--- src/rtl/fpwm_pkg.sv ---
// Shared constants for the fan PWM bank: register windows and mode code.
// Assumes an 8-bit register address space and 8-bit duty values.
package fpwm_pkg;
    localparam int          DUTY_W         = 8;
    localparam logic [7:0]  ADDR_DUTY_BASE = 8'h30;
    localparam logic [7:0]  ADDR_CFG_BASE  = 8'h5C;
    localparam logic [2:0]  MODE_MANUAL    = 3'b111;
    localparam logic [7:0]  DUTY_FULL      = 8'hFF;
    typedef logic [DUTY_W-1:0] duty_t;
endpackage

--- src/rtl/fpwm_period.sv ---
// Tick prescaler plus the shared 8-bit PWM period counter.
// Assumes TICK_DIV >= 1; with TICK_DIV == 1 every clock is a tick.
module fpwm_period #(
    parameter int TICK_DIV = 1
) (
    input  logic       clk,
    input  logic       rst_n,
    output logic       tick,
    output logic [7:0] cnt
);
    generate
        if (TICK_DIV == 1) begin : g_notdiv
            assign tick = 1'b1;
        end else begin : g_div
            localparam int DIV_W = $clog2(TICK_DIV);
            logic [DIV_W-1:0] pre_q;
            // Count clocks and emit one tick per TICK_DIV clocks.
            always_ff @(posedge clk) begin
                if (!rst_n)
                    pre_q <= '0;
                else if (pre_q == DIV_W'(TICK_DIV - 1))
                    pre_q <= '0;
                else
                    pre_q <= pre_q + 1'b1;
            end
            assign tick = (pre_q == DIV_W'(TICK_DIV - 1));
        end
    endgenerate

    // Advance the period position once per tick, wrapping at 256.
    always_ff @(posedge clk) begin
        if (!rst_n)
            cnt <= 8'h00;
        else if (tick)
            cnt <= cnt + 8'h01;
    end
endmodule

--- src/rtl/fpwm_regs.sv ---
// Register file: per-channel configuration byte, stored manual duty and
// configured flag, plus the combinational read mux. Duty writes are
// accepted only while the channel's mode field selects manual control.
module fpwm_regs
    import fpwm_pkg::*;
#(
    parameter int NUM_CH = 3
) (
    input  logic                     clk,
    input  logic                     rst_n,
    input  logic [7:0]               addr,
    input  logic                     wr_en,
    input  logic [7:0]               wdata,
    input  logic [NUM_CH-1:0][7:0]   applied,
    output logic [7:0]               rdata,
    output logic [NUM_CH-1:0][7:0]   duty_sw,
    output logic [NUM_CH-1:0]        manual,
    output logic [NUM_CH-1:0]        configured
);
    logic [NUM_CH-1:0][7:0] cfg_q;

    // Capture configuration and manual-duty writes per channel.
    always_ff @(posedge clk) begin
        if (!rst_n) begin
            cfg_q      <= '0;
            duty_sw    <= '0;
            configured <= '0;
        end else if (wr_en) begin
            for (int c = 0; c < NUM_CH; c++) begin
                if (addr == ADDR_CFG_BASE + 8'(c)) begin
                    cfg_q[c]      <= wdata;
                    configured[c] <= 1'b1;
                end
                if (addr == ADDR_DUTY_BASE + 8'(c) && manual[c])
                    duty_sw[c] <= wdata;
            end
        end
    end

    // Decode the behaviour field of each channel.
    always_comb begin
        for (int c = 0; c < NUM_CH; c++)
            manual[c] = (cfg_q[c][7:5] == MODE_MANUAL);
    end

    // Return config bytes and applied duties; zero elsewhere.
    always_comb begin
        rdata = 8'h00;
        for (int c = 0; c < NUM_CH; c++) begin
            if (addr == ADDR_CFG_BASE + 8'(c))
                rdata = cfg_q[c];
            if (addr == ADDR_DUTY_BASE + 8'(c))
                rdata = applied[c];
        end
    end
endmodule

--- src/rtl/fpwm_chan.sv ---
// One PWM channel: latches its target duty at each period start and
// compares it with the shared counter. Duty 0xFF is held constantly high.
module fpwm_chan
    import fpwm_pkg::*;
(
    input  logic       clk,
    input  logic       rst_n,
    input  logic       wrap,
    input  logic [7:0] cnt,
    input  logic [7:0] target,
    output logic [7:0] applied,
    output logic       pwm
);
    // Adopt a new duty only as the counter rolls over to zero.
    always_ff @(posedge clk) begin
        if (!rst_n)
            applied <= DUTY_FULL;
        else if (wrap)
            applied <= target;
    end

    // Drive the pin high while the counter is below the duty.
    assign pwm = (applied == DUTY_FULL) || (cnt < applied);
endmodule

--- src/rtl/fan_pwm_bank.sv ---
// Top of the fan PWM bank: register file, shared period counter and
// NUM_CH channels. Each channel's target is full duty until it is
// configured, then either the software duty or its auto_duty byte.
module fan_pwm_bank
    import fpwm_pkg::*;
#(
    parameter int NUM_CH   = 3,
    parameter int TICK_DIV = 1
) (
    input  logic                  clk,
    input  logic                  rst_n,
    input  logic [7:0]            reg_addr,
    input  logic                  reg_wr,
    input  logic [7:0]            reg_wdata,
    output logic [7:0]            reg_rdata,
    input  logic [NUM_CH*8-1:0]   auto_duty,
    output logic [NUM_CH-1:0]     pwm_out
);
    logic                   tick;
    logic [7:0]             cnt;
    logic                   wrap;
    logic [NUM_CH-1:0][7:0] applied;
    logic [NUM_CH-1:0][7:0] duty_sw;
    logic [NUM_CH-1:0][7:0] target;
    logic [NUM_CH-1:0]      manual;
    logic [NUM_CH-1:0]      configured;

    fpwm_period #(.TICK_DIV(TICK_DIV)) period_i (
        .clk  (clk),
        .rst_n(rst_n),
        .tick (tick),
        .cnt  (cnt)
    );

    // Last tick of a period: next counter value is zero.
    assign wrap = tick && (cnt == 8'hFF);

    fpwm_regs #(.NUM_CH(NUM_CH)) regs_i (
        .clk       (clk),
        .rst_n     (rst_n),
        .addr      (reg_addr),
        .wr_en     (reg_wr),
        .wdata     (reg_wdata),
        .applied   (applied),
        .rdata     (reg_rdata),
        .duty_sw   (duty_sw),
        .manual    (manual),
        .configured(configured)
    );

    generate
        for (genvar g = 0; g < NUM_CH; g++) begin : g_ch
            // Select the duty source for this channel.
            always_comb begin
                if (!configured[g])
                    target[g] = DUTY_FULL;
                else if (manual[g])
                    target[g] = duty_sw[g];
                else
                    target[g] = auto_duty[g*8 +: 8];
            end

            fpwm_chan chan_i (
                .clk    (clk),
                .rst_n  (rst_n),
                .wrap   (wrap),
                .cnt    (cnt),
                .target (target[g]),
                .applied(applied[g]),
                .pwm    (pwm_out[g])
            );
        end
    endgenerate
endmodule

--- config.mk ---
export PLATFORM = sky130hd
export DESIGN_NAME = fan_pwm_bank
export DESIGN_NICKNAME = d
export VERILOG_FILES = /design/src/rtl/fpwm_pkg.sv /design/src/rtl/fpwm_period.sv /design/src/rtl/fpwm_regs.sv /design/src/rtl/fpwm_chan.sv /design/src/rtl/fan_pwm_bank.sv
export SDC_FILE = /design/constraint.sdc
export NUM_CORES = 1
export LEC_CHECK = 0
export CORE_MARGIN = 8
export CORE_UTILIZATION = 50
export DETAILED_ROUTE_END_ITERATION = 10
export PLACE_DENSITY = 0.73
export SLEW_MARGIN = 5
export SYNTH_ARGS = -nofsm -noshare
export SYNTH_HDL_FRONTEND = slang
export SYNTH_SLANG_ARGS = --single-unit
--- constraint.sdc ---
create_clock -name clk -period 2.4 [get_ports clk]
set_input_delay 0.36 -clock clk [delete_from_list [all_inputs] [get_ports clk]]
set_output_delay 0.36 -clock clk [all_outputs]
set_load 0.005 [all_outputs]
== Yosys cells after proc, flatten, opt, wreduce, memory -nomap -nowiden ==
Cells that the tools add are included.
Word-level totals
  bits in latches: 0
  ROM bits: 0
  input port bits: 43
  memories kept: 0
  output and inout port bits: 11
  logic and storage cells: 54
  register bits: 83
  memory bits (writable): 0
Operators by class
  shift-type cells: 0
  reduce and logical (&&, ||, !) cells: 12
  equal/unequal tests: 13
  multipliers: 0
  bitwise gates (word level): 0
  $lt $le $gt $ge: 3
  mux-type cells: 12
  divide/modulo/power cells: 0
  add/subtract/negate cells: 1
Operator list (number)
  8-bit 2-to-1 mux: 12
  8-bit == test (second input constant): 4
  8-bit by 6-bit == test with 1-bit output (second input constant): 3
  8-bit by 7-bit == test with 1-bit output (second input constant): 3
  8-bit less-than comparator: 3
  2-bit AND reduction: 6
  3-bit == test (second input constant): 3
  8-bit by 1-bit adder with 8-bit output (second input constant): 1
  1-bit logical AND: 3
  1-bit logical OR: 3

== Depth between registers and ports, before layout ==
  depth in word-level cells: 7
  gate-level depth with buffers: 8
  depth with buffers taken out: 7

== Hierarchy ==
Synthesis repeated with hierarchy kept, for this count alone.
Second synthesis, totals
  cell total of the unflattened synthesis: 499
  area, all modules: 4606.9 um^2
By module, submodules not included
  fpwm_regs: seq. area each 1021.0 um^2, area an instance 2491.1 um^2, instances 1, cells an instance 251
  fpwm_chan: seq. area each 160.2 um^2, area an instance 461.7 um^2, instances 3, cells an instance 52
  fan_pwm_bank: seq. area each 0.0 um^2, area an instance 395.4 um^2, instances 1, cells an instance 58
  fpwm_period: seq. area each 160.2 um^2, area an instance 335.3 um^2, instances 1, cells an instance 34

== Worst setup path after synthesis ==
No wires, ideal clock.
  path type: input port to output port
  from: input port reg_addr[6]
  to: output port reg_rdata[7]
  required time: 2.040 ns
  path buffers: 1
  path slack: 0.144 ns
  arrival time: 1.896 ns
  cell stages on the path: 6
  cells stage by stage: or4b_1 buf_2 or4_2 a21oi_1 a211oi_1 o22ai_1
Between the ends
  longest elaborated chain between the ends: 7
  elaborated cells on any way between the ends: 12
  classes of those cells: eq/ne (6); mux (6)
RTL lines
  start: declaration: RTL line fan_pwm_bank.sv:12  | input logic [7:0] reg_addr,
  8-bit by 7-bit == test with 1-bit output: RTL line fpwm_regs.sv:50  | if (addr == ADDR_CFG_BASE + 8'(c))
  8-bit 2-to-1 mux: RTL line fpwm_regs.sv:50
  8-bit 2-to-1 mux: RTL line fpwm_regs.sv:52  | if (addr == ADDR_DUTY_BASE + 8'(c))
  8-bit 2-to-1 mux: RTL line fpwm_regs.sv:50
  8-bit 2-to-1 mux: RTL line fpwm_regs.sv:52
  8-bit 2-to-1 mux: RTL line fpwm_regs.sv:50
  8-bit 2-to-1 mux *: RTL line fpwm_regs.sv:52
  end: declaration: RTL line fan_pwm_bank.sv:15  | output logic [7:0] reg_rdata,
Mark *: on every way between the ends. The rest lies on a longest branch, timed or not.

== Worst setup path in the final report ==
  from: input port reg_addr[3]
  to: output port reg_rdata[7]
Same word-level chain as after synthesis.

==> results.json <==
{
  "detail_route.drc_violations": 0,
  "slowest_delay_ns": 0.58,
  "yosys.cell_types.count": 45,
  "crit_path_cell_trace": "buf_6 -> or4b_4 -> or4_4 -> a21oi_4 -> a211oi_2 -> o22ai_1 -> buf_2",
  "cts_tree": "built",
  "mappedNetlistNets": 576,
  "netlist_area_um2": 4463,
  "cp.buffers_inverters": 2,
  "netlist.area_leader.share_pct": 37.23,
  "final.period_utilization_pct": 100.7,
  "async_reset_ff_share_pct": 0,
  "synth.ff_latch_count": 83,
  "grtUsageMet1_pct": 26.81,
  "final_layout_size_suffix_gt1_share_pct": 19.10,
  "arrival_ns": 2.06,
  "dp_cells": 693,
  "critical_path.slowest_cell": "sky130_fd_sc_hd__or4b_4",
  "grt_overflow_total": 0,
  "max_slew_margin_pct": 55.97,
  "final_core_util_pct": 65.82,
  "antenna_cells": 0,
  "cts_made_buffers": 9,
  "syn_to_final_growth_pct": 27.98,
  "numPortBuffers": 53,
  "status": "complete, but fails checks",
  "hold-worst-slack_ns": 0.4751,
  "commonest_cells_after_routing_fill_and_taps_aside": "sky130_fd_sc_hd__dfxtp_1, sky130_fd_sc_hd__mux2i_1, sky130_fd_sc_hd__buf_4",
  "synthCells": 511,
  "grt_pass1_wl_um": 20640,
  "floorplan.die_area_um2": 12200,
  "grtUsageMet3_pct": 3.301,
  "violations_in_the_final_reports": "setup timing",
  "design.core.area_um2": 8678,
  "p_int_uw": 1886,
  "pin_count_of_the_biggest_net_entering_global_routing": 49,
  "cp_max_fo": 4,
  "setup_crit_end_kind": "output pin",
  "stdcell_count": 710,
  "yosysWarningCount": 0,
  "timing.max_cap.violations": 0,
  "groute.layer.met2.usage_pct": 32.19,
  "power.static_leakage_uw": 0.002592,
  "synth-seq-area-share_pct": 37.23,
  "power.combinational.fraction_pct": 8.7,
  "route.vias.total": 4020,
  "floorplan.rows": 34,
  "clk_latency_ns": 0.36,
  "grt_use_total_pct": 20.35,
  "critical_path.startpoint_type": "primary input",
  "synthDominantAreaCellType": "sky130_fd_sc_hd__dfxtp_1",
  "path_delay_family": "simple AND/OR/NAND/NOR gates",
  "ios": 54,
  "final_max_slew_viol_count": 0,
  "floorplan.initialDensity_pct": 51.43,
  "detailedPlace.worstSlack_ns": -0.8645,
  "hold_path_class": "reg -> reg",
  "netlist_top_cells_area": "sky130_fd_sc_hd__dfxtp_1, sky130_fd_sc_hd__mux2i_1, sky130_fd_sc_hd__nor2b_1",
  "vdd.ir_drop.worst_mv": 0.2654,
  "cell_area_power_density_nw_per_um2": 443.7,
  "synth-edff-count": 0,
  "worst_setup_hold_path_clk_slew_ns": 0.09,
  "cts_max_path_buffers": 2,
  "timing.final.setup_violations": 1,
  "worstPathRequired_ns": 2.04,
  "synth-main-ff-cell": "sky130_fd_sc_hd__dfxtp_1",
  "final_net_count": 662,
  "pwr-share-seq_pct": 54.8,
  "power.clock.fraction_pct": 36.4,
  "minimum_period_implied_by_the_final_worst_setup_slack_ns": 2.418,
  "finalHoldViolCount": 0,
  "cts_num_sinks": 83,
  "antenna_left": 0,
  "fp.dieH_um": 110.5,
  "gp_routability_congestion": 0.9925,
  "finalWirelength_um": 12610,
  "timing.setup.critical_path_class": "in -> out",
  "timing.fmax_ghz": 0.4136,
  "syn-mean-instance-area_um2": 8.734,
  "clock_skew_ns": 0.01433,
  "post-route-worst-setup-slack_ns": -0.01779,
  "mostFrequentLayoutCell": "sky130_fd_sc_hd__dfxtp_1",
  "top_usage_layer": "met2",
  "tightestPinTransition_ns": 0.6605,
  "routed_via_density": 5.662,
  "floorplan.die.width_um": 110.5,
  "switchingPower_uw": 647.9,
  "ctsRootBufferMaster": "sky130_fd_sc_hd__clkbuf_8",
  "totalPowerFinal_uw": 2534,
  "sw_frac_of_total_pct": 25.57,
  "drt_pre_antenna_iters": 5,
  "initialDrtViolationCount": 328,
  "first_global_vias": 3977,
  "grt_antenna_before_repair": 0,
  "place.detailed.hpwl_um": 9622,
  "grt_setup_unrepaired": "yes",
  "routed_wire_length_per_instance_um": 17.76,
  "cts_max_level": 3
}
-- registers in the layout, summed over array words and instances, names as in the netlist --
| register | count |
|---|---|
| g_ch.chan_i.applied | 24 |
| regs_i.configured | 3 |
| regs_i.duty_sw | 24 |
| regs_i.cfg_q | 24 |
| period_i.cnt | 8 |
-- final timing paths --
kind                            cells after the start                               to                     startpoint  slack (ns)
worst min-delay path                                2     regs_i.cfg_q[1]$_SDFFE_PN0P_   regs_i.cfg_q[1]$_SDFFE_PN0P_        0.48
worst max register to register                      5  regs_i.duty_sw[15]$_SDFFE_PN0P_  regs_i.cfg_q[15]$_SDFFE_PN0P_        0.56
worst min register to register                      2     regs_i.cfg_q[1]$_SDFFE_PN0P_   regs_i.cfg_q[1]$_SDFFE_PN0P_        0.48
worst max-delay path                                7                     reg_rdata[7]                    reg_addr[3]       -0.02
-- through the flow --
stage	setup TNS, ns	instance area [um^2]
3_5_place_dp	-8.769	5429
6_report	-0.01779	5712
3_3_place_gp	-7.922	5429
4_1_cts	-0.04555	5685
2_1_floorplan	0	4463
5_1_grt	-0.08583	5712
-- cells by family after synthesis --
group           count (synthesis)  share of synthesized area, %
xor+xnor                        4                        0.7851
buf+inv                        58                         5.383
flops                          83                         37.23
mux                            64                         14.35
fa+ha+maj                      22                         6.168
compound gates                 96                         13.57
simple gates                  184                         22.51
-- cell usage after synthesis, types with 3 or more instances --
cell	count
sky130_fd_sc_hd__nand3_1	40
sky130_fd_sc_hd__nor2b_1	45
sky130_fd_sc_hd__nor2_1	9
sky130_fd_sc_hd__a21boi_0	11
sky130_fd_sc_hd__a211oi_1	5
sky130_fd_sc_hd__nand2_1	47
sky130_fd_sc_hd__a21o_1	3
sky130_fd_sc_hd__dfxtp_1	83
sky130_fd_sc_hd__a2111oi_0	3
sky130_fd_sc_hd__buf_1	3
sky130_fd_sc_hd__nand2b_1	6
sky130_fd_sc_hd__xnor2_1	3
sky130_fd_sc_hd__o21ai_0	47
sky130_fd_sc_hd__a221o_1	4
sky130_fd_sc_hd__buf_2	3
sky130_fd_sc_hd__a221oi_1	4
sky130_fd_sc_hd__nand4_1	11
sky130_fd_sc_hd__buf_4	5
sky130_fd_sc_hd__mux2i_1	64
sky130_fd_sc_hd__inv_1	25
sky130_fd_sc_hd__ha_1	22
sky130_fd_sc_hd__and2_1	6
sky130_fd_sc_hd__o22ai_1	3
sky130_fd_sc_hd__nor3_1	5
sky130_fd_sc_hd__a21oi_1	7
sky130_fd_sc_hd__clkbuf_1	22
-- routing by layer --
metal,share of wire (%),wire length [um],up-vias
li1,-,-,1979
met1,45,5704,1871
met2,46,5862,143
met3,5.7,717,27
met4,2.6,329,0
met5,0,0,-
-- repair_timing --
action	CTS	global route
setup endpoints to repair	11	10
hold buffers	0	0
setup buffers	1	0
pin swaps	14	8
gates resized for setup	86	9
-- layout make-up --
cell class | instances | area (um^2)
fill | 774 | 2967
multi-input combinational | 370 | 2710
sequential | 83 | 1664
timing repair buffer | 108 | 932.1
tap | 108 | 135.1
clock buffer | 10 | 127.6
inverter | 25 | 93.84
clock inverter | 6 | 48.80
-- power by group through the flow --
stage          sequential, uW  combinational [uW]  clock, uW
2_1_floorplan            1420                81.5          0
3_3_place_gp             1420                 209          0
3_5_place_dp             1420                 211          0
4_1_cts                  1390                 217        944
5_1_grt                  1390                 235        992
6_report                 1390                 221        923
-- worst reg2reg max path: cells and delay by family, from the launching register on --
family                 cells  cell delay (ns)
flip-flops                 1             0.41
buffers and inverters      1             0.18
AND/OR/NAND/NOR            3             0.93
multiplexers               1             0.21
Power figures use the tool's default switching activity.
